<file path="src/rtl/codec_reg_pkg.sv">
package codec_reg_pkg;
  localparam int SLOT_W  = 20;
  localparam int ADDR_W  = 7;
  localparam int DATA_W  = 16;
  localparam int ADDR_LO = 12;
  localparam int DATA_LO = 4;
  localparam int RD_BIT  = 19;

  function automatic logic [SLOT_W-1:0] pack_cmd(input logic [ADDR_W-1:0] addr, input logic rd);
    logic [SLOT_W-1:0] w;
    w = '0;
    w[ADDR_LO +: ADDR_W] = addr;
    w[RD_BIT] = rd;
    return w;
  endfunction

  function automatic logic [SLOT_W-1:0] pack_data(input logic [DATA_W-1:0] d);
    logic [SLOT_W-1:0] w;
    w = '0;
    w[DATA_LO +: DATA_W] = d;
    return w;
  endfunction
endpackage

</file>
<file path="src/rtl/cmd_slot_tx.sv">
module cmd_slot_tx #(
  parameter int W = 20
) (
  input  logic         clk,
  input  logic         rst_n,
  input  logic         load,
  input  logic [W-1:0] load_word,
  input  logic         tick,
  input  logic         enable,
  input  logic         gate,
  output logic         ready,
  output logic         busy,
  output logic         tag,
  output logic [W-1:0] word
);
  logic [W-1:0] hold;

  assign ready = busy & enable & gate;

  always_ff @(posedge clk or negedge rst_n) begin
    if (!rst_n) begin
      hold <= '0;
      busy <= 1'b0;
      tag  <= 1'b0;
      word <= '0;
    end else begin
      if (tick) begin
        tag  <= ready;
        word <= ready ? hold : '0;
        if (ready) busy <= 1'b0;
      end
      if (load) begin
        hold <= load_word;
        busy <= 1'b1;
      end
    end
  end

  AST_TX_STABLE_OFF_TICK: assert property (@(posedge clk) disable iff (!rst_n)
    !tick |=> ($stable(tag) && $stable(word)));
  AST_TX_BUSY_HOLDS: assert property (@(posedge clk) disable iff (!rst_n)
    (busy && !ready) |=> busy);
endmodule

</file>
<file path="src/rtl/status_slot_rx.sv">
module status_slot_rx #(
  parameter int W = 20
) (
  input  logic         clk,
  input  logic         rst_n,
  input  logic         strobe,
  input  logic         slot_tag,
  input  logic [W-1:0] slot_word,
  input  logic         rd,
  output logic         valid,
  output logic         overrun,
  output logic [W-1:0] held
);
  logic arrive, capture;

  assign arrive  = strobe & slot_tag;
  assign capture = arrive & (~valid | rd);

  always_ff @(posedge clk or negedge rst_n) begin
    if (!rst_n) begin
      valid   <= 1'b0;
      overrun <= 1'b0;
      held    <= '0;
    end else begin
      if (capture) begin
        held  <= slot_word;
        valid <= 1'b1;
      end else if (rd) begin
        valid <= 1'b0;
      end
      if (arrive && !capture) overrun <= 1'b1;
    end
  end

  AST_OVR_STICKY: assert property (@(posedge clk) disable iff (!rst_n)
    overrun |=> overrun);
  AST_FULL_HELD_KEPT: assert property (@(posedge clk) disable iff (!rst_n)
    (valid && !rd) |=> (valid && $stable(held)));
  AST_READ_CLEARS: assert property (@(posedge clk) disable iff (!rst_n)
    (rd && !arrive) |=> !valid);
endmodule

</file>
<file path="src/rtl/codec_reg_engine.sv">
module codec_reg_engine
  import codec_reg_pkg::*;
#(
  parameter int CODEC_W = 2
) (
  input  logic               clk,
  input  logic               rst_n,
  input  logic               frame_tick,
  input  logic               slot1_tx_en,
  input  logic               slot2_tx_en,
  input  logic               cmd_load,
  input  logic [ADDR_W-1:0]  cmd_addr,
  input  logic               cmd_read,
  input  logic [CODEC_W-1:0] cmd_codec,
  input  logic               data_load,
  input  logic [DATA_W-1:0]  data_word,
  output logic [SLOT_W-1:0]  tx_slot1_word,
  output logic               tx_slot1_tag,
  output logic [SLOT_W-1:0]  tx_slot2_word,
  output logic               tx_slot2_tag,
  output logic [CODEC_W-1:0] tx_codec,
  output logic               slot1_busy,
  output logic               slot2_busy,
  input  logic               rx_strobe,
  input  logic               rx_slot1_tag,
  input  logic [SLOT_W-1:0]  rx_slot1_word,
  input  logic               rx_slot2_tag,
  input  logic [SLOT_W-1:0]  rx_slot2_word,
  input  logic               sts1_read,
  input  logic               sts2_read,
  output logic               sts1_valid,
  output logic               sts2_valid,
  output logic               sts1_overrun,
  output logic               sts2_overrun,
  output logic [ADDR_W-1:0]  sts_addr,
  output logic [DATA_W-1:0]  sts_data,
  output logic               read_done
);
  logic               launch1, launch2;
  logic [CODEC_W-1:0] codec_hold;
  logic [SLOT_W-1:0]  held1, held2;
  logic               unused_held_bits;

  cmd_slot_tx #(.W(SLOT_W)) u_tx1 (
    .clk(clk), .rst_n(rst_n), .load(cmd_load),
    .load_word(pack_cmd(cmd_addr, cmd_read)), .tick(frame_tick),
    .enable(slot1_tx_en), .gate(1'b1), .ready(launch1),
    .busy(slot1_busy), .tag(tx_slot1_tag), .word(tx_slot1_word));

  cmd_slot_tx #(.W(SLOT_W)) u_tx2 (
    .clk(clk), .rst_n(rst_n), .load(data_load),
    .load_word(pack_data(data_word)), .tick(frame_tick),
    .enable(slot2_tx_en), .gate(launch1), .ready(launch2),
    .busy(slot2_busy), .tag(tx_slot2_tag), .word(tx_slot2_word));

  always_ff @(posedge clk or negedge rst_n) begin
    if (!rst_n) begin
      codec_hold <= '0;
      tx_codec   <= '0;
    end else begin
      if (frame_tick) tx_codec <= launch1 ? codec_hold : '0;
      if (cmd_load) codec_hold <= cmd_codec;
    end
  end

  status_slot_rx #(.W(SLOT_W)) u_rx1 (
    .clk(clk), .rst_n(rst_n), .strobe(rx_strobe), .slot_tag(rx_slot1_tag),
    .slot_word(rx_slot1_word), .rd(sts1_read), .valid(sts1_valid),
    .overrun(sts1_overrun), .held(held1));

  status_slot_rx #(.W(SLOT_W)) u_rx2 (
    .clk(clk), .rst_n(rst_n), .strobe(rx_strobe), .slot_tag(rx_slot2_tag),
    .slot_word(rx_slot2_word), .rd(sts2_read), .valid(sts2_valid),
    .overrun(sts2_overrun), .held(held2));

  assign sts_addr  = held1[ADDR_LO +: ADDR_W];
  assign sts_data  = held2[DATA_LO +: DATA_W];
  assign read_done = sts1_valid & sts2_valid;
  assign unused_held_bits = ^{held1[SLOT_W-1:ADDR_LO+ADDR_W], held1[ADDR_LO-1:0], held2[DATA_LO-1:0]};

  AST_SLOT2_NEEDS_SLOT1: assert property (@(posedge clk) disable iff (!rst_n)
    tx_slot2_tag |-> tx_slot1_tag);
  AST_LAUNCH_CLEARS_BUSY: assert property (@(posedge clk) disable iff (!rst_n)
    (frame_tick && launch1 && !cmd_load) |=> (!slot1_busy && tx_slot1_tag));
  AST_CODEC_ONLY_WITH_CMD: assert property (@(posedge clk) disable iff (!rst_n)
    !tx_slot1_tag |-> (tx_codec == '0));
endmodule

</file>
<file path="config.mk">
export PLATFORM = sky130hd
export DESIGN_NAME = codec_reg_engine
export DESIGN_NICKNAME = d
export VERILOG_FILES = /design/src/rtl/codec_reg_pkg.sv /design/src/rtl/cmd_slot_tx.sv /design/src/rtl/status_slot_rx.sv /design/src/rtl/codec_reg_engine.sv
export SDC_FILE = /design/constraint.sdc
export NUM_CORES = 1
export LEC_CHECK = 0
export BUFFER_PORTS_ARGS = -buffer_cell sky130_fd_sc_hd__buf_2
export CAP_MARGIN = 10
export CORE_MARGIN = 5
export CORE_UTILIZATION = 46
export DETAILED_ROUTE_END_ITERATION = 8
export PLACE_DENSITY = 0.79
export SLEW_MARGIN = 0
export SYNTH_ARGS = -nofsm -noshare
export SYNTH_HDL_FRONTEND = slang
export SYNTH_SLANG_ARGS = --single-unit
</file>
<file path="constraint.sdc">
create_clock -name clk -period 1.54 [get_ports clk]
set_input_delay 0.231 -clock clk [delete_from_list [all_inputs] [get_ports clk]]
set_output_delay 0.231 -clock clk [all_outputs]
set_load 0.03 [all_outputs]
</file>
* Word-level counts from Yosys, hierarchy flattened *
Cells that the tools add are included.

cells by class
  multiplexer cells = 13
  bitwise operators = 12
  reduce and logical (&&, ||, !) cells = 12

operators with widths
  kind                 number
  two-way mux 20 bit   2
  nonzero test 2 bit   6
  two-way mux 1 bit    10
  bitwise AND 1 bit    8
  AND reduction 2 bit  2
  logical AND 1 bit    2
  logical NOT 1 bit    2
  two-way mux 2 bit    1
  NOT 1 bit            2
  OR 1 bit             2

storage, ports and cells
  register bits after elaboration = 115
  input bits = 78
  output and inout port bits = 74
  logic and storage cells = 53

* Longest topological paths before layout *
  depth after elaboration = 5
  depth in mapped cells = 5
  gate-level depth less buffers = 3

* Cells and area by module *
A second synthesis with hierarchy kept.

second synthesis, totals
  cell total of the unflattened synthesis = 385
  area total of the unflattened synthesis = 5471.5 um^2

modules (own cells, without submodules)
  module            times used  cells an instance  area each (um^2)  seq. area each (um^2)
  cmd_slot_tx       2           136                1717.9            1051.0
  status_slot_rx    2           49                 935.9             550.5
  codec_reg_engine  1           15                 163.9             100.1

* Worst setup path after synthesis *
No wires, ideal clock.

  kind = reg-to-reg
  start point = register u_rx2.valid
  end point = register u_rx2.held[10]
  arrival time = 1.305 ns
  required time = 1.415 ns
  setup slack = 0.110 ns
  stages on the path, launching flop included = 6
  period minus slack after synthesis = 1.430 ns
  path through = dfrtp_1 > nand2b_4 > nor2b_4 > buf_6 > buf_12 > mux2_4

on the way
  cells in the longest elaborated chain, start to end = 3

ends and longest elaborated chain
  item                      RTL line              RTL
  start: declaration        status_slot_rx.sv:10  output logic valid,
  start signal: assignment  status_slot_rx.sv:21  valid <= 1'b0;
  start signal: assignment  status_slot_rx.sv:27  valid <= 1'b1;
  start signal: assignment  status_slot_rx.sv:29  valid <= 1'b0;
  NOT 1 bit                 status_slot_rx.sv:17  assign capture = arrive & (~valid | rd);
  OR 1 bit                  status_slot_rx.sv:17
  bitwise AND 1 bit         status_slot_rx.sv:17
  end signal: assignment    status_slot_rx.sv:26  held <= slot_word;
  end: declaration          status_slot_rx.sv:12  output logic [W-1:0] held

Every way passes these cells.
A chain may end at the register's enable or synchronous reset.

* Final worst setup path *
  start point = register u_rx2.valid
  end point = output port read_done

on the way
  cells in the longest elaborated chain, start to end = 1

ends and longest elaborated chain
  item               RTL line                RTL
  bitwise AND 1 bit  codec_reg_engine.sv:78  assign read_done = sts1_valid & sts2_valid;
  end: declaration   codec_reg_engine.sv:37  output logic read_done

Every way passes these cells.

==> results.yml <==
flow_run:
  drv_cap: 0
floorplan:
  coreArea_sq_mm: 0.00683
  io_pins: 152
  rows: 30
  initial_utilization: 0.474
  dieArea_sq_mm: 0.00882
  die_h_um: 93.9
  fp.dieW_um: 93.9
synthesis:
  async_reset_ff_frac: 1.00
  synth.avg_cell_area_sq_um: 15.7
  synth_top_area_frac: 0.641
  synth_area_leaders: "dfrtp_1 (64%), mux2_2 (14%), a22o_1 (7.0%)"
  mappedNetlistArea_sq_mm: 0.00324
  ys.flop_type: "dfrtp_1"
  ys_ff_latch: 83
  synthTopCellsByCount: "dfrtp_1 (83), mux2_2 (39), a22o_1 (26)"
  seq_area_frac_synth: 0.641
  yosys_warnings: 0
  synthMostInstantiatedCell: "dfrtp_1"
  ys_types: 22
  synth-edff-count: 0
  yosys.area.top_type: "dfrtp_1"
  synth_cells: 206
global_routing:
  grt_max_degree: 84
  grt_pass1_wl_um: 10100
  antenna_found_initial: 0
  grt_remaining_overflow: 0
  grt_pass1_vias: 2088
  grtUsageTotal: 0.147
cells_and_area:
  fillers: 577
  nets: 406
  multi_input_area_sq_mm: 0.00101
  n_antenna_cell: 0
  drive_gt1_frac: 0.577
  final-seq-area_sq_mm: 0.00208
  area_growth_pct: 24.9
cts:
  cts_max_level: 3
  clockBufferDepth: 2
  cts_tree: "yes"
  cts_inserted_buffers: 9
  clk_latency_ns: 0.34
  root_buffer: "clkbuf_8"
  clkSinkCount: 83
  clk_pin_slew_ns: 0.09
placed_design:
  dp_worst_setup_slack_ns: 0.0644
  place.gp.congestion: 0.700
  portBuffers: 118
  hpwl_um: 4470
setup_path:
  setup.worst_path.start: "u_rx2.valid"
  end_kind: "primary output"
  start_kind: "flop"
  worst-path-max-fanout: 3
  path_class: "flop to primary output"
  r2r-start: "u_rx2.valid"
  critPathRequiredTime_ns: 1.31
  worst_ep_arrival_time_ns: 1.12
  rrSetupSlack_ns: 0.26
power_and_ir_drop:
  p_per_area_mw_per_mm2: 1240
  peakVddDrop_mv: 0.661
  leakagePower_nw: 2.08
drt:
  num_vias: 2021
  postRouteAntennaNets: 0
  drt_wl_total_um: 6260
  first_iter_violations: 34
  drt-wirelength-per-cell_um: 14.6
  avgViaCountPerCell: 4.71
  drc: 0
  drtPass1Iterations: 4
sta:
  setup-tns-final_ns: 0
  hold_violations: 0
  rsz0062_at_grt: "false"
  worst_slack_ns: 0.191
  min_period_ns: 1.35
  hold_ws_ns: 0.114
  fin_crit_sh: 0.876
  fmax_mhz: 741
  finalSetupViolCount: 0
  slew_violations: 0
  fin_skew_ns: 0.0127
hold_path:
  min_path_type: "primary input to flop"
  worstHoldStart: "data_word[15]"
run_status:
  status: "finished clean"
[flip-flops by register name (all words and copies together), names as in the netlist, 2 cells and up]
name and count:
codec_hold 2, tx_codec 2, u_rx1.held 7, u_rx2.held 16, u_tx1.hold 8, u_tx1.word 8
u_tx2.hold 16, u_tx2.word 16
[worst max-delay path: stages, from the launching register on]
cell and delay, ns:
dfrtp_1 0.41, and2_2 0.21, buf_2 0.17
[layout make-up]
cell class	instances	area share
inverters	1	0.000928
clock inverters	6	0.0121
multi-input cells	110	0.250
clock buffers	10	0.0315
well taps	96	0.0297
flip-flops and latches	83	0.513
repair buffers	123	0.163
[report_power, final]
group / switching [W] / internal, W
registers: 0.000126 / 0.00242
clock network: 0.000786 / 0.000600
logic: 0.000674 / 0.000426
total: 0.00159 / 0.00345
[per-stage QoR]
stage          utilization  total power (W)  instance area, sq um  instances
3_3_place_gp         0.565          0.00368                  3860        412
4_1_cts              0.592          0.00511                  4050        429
5_1_grt              0.592          0.00532                  4050        429
2_1_floorplan            -          0.00336                  3300        221
6_report             0.592          0.00504                  4050        429
3_5_place_dp         0.565          0.00371                  3860        412
[routing by layer]
layer | track usage | wire, um
met4 | 0.0505 | 61
met3 | 0.0537 | 712
met1 | 0.192 | 2650
met2 | 0.226 | 2830
met5 | 0 | 0
[final timing paths]
| kind | depth (start not counted) | to |
|---|---|---|
| max | 2 | read_done |
| min | 2 | u_tx2.hold[19] |
| max reg2reg | 4 | u_rx2.held[8] |
| min reg2reg | 1 | u_rx1.overrun |
| max in group asynchronous | 3 | u_rx2.held[9] |
| min in group asynchronous | 3 | u_tx2.word[5] |
[kinds of logic (layout without fill, tap and decap cells)]
| group | Yosys count | in the layout | share of synthesized area |
|---|---|---|---|
| other cells | 1 | 16 | 0.00116 |
| mux | 49 | 49 | 0.182 |
| buf+inv | 28 | 140 | 0.0649 |
| simple gates | 13 | 13 | 0.0270 |
| flops | 83 | 83 | 0.641 |
| compound gates | 32 | 32 | 0.0842 |
[placed cells by master, fill, tap and decap left out, types with 3 or more instances in the layout]
master	count
buf_2	117
dfrtp_1	83
mux2_2	39
a22o_1	26
conb_1	16
mux2_4	10
clkbuf_8	9
nand2_1	6
a21o_1	4
clkinvlp_4	3
buf_4	3
[timing repair]
| item | in CTS | in global routing |
|---|---|---|
| hold endpoints to repair | 83 | 0 |
| setup buffers | 0 | 0 |
| endpoints found under the setup margin | 0 | 13 |
| hold buffers | 1 | 0 |
| gates resized for setup | 0 | 1 |
No activity file was read; power rests on OpenSTA's default activity.
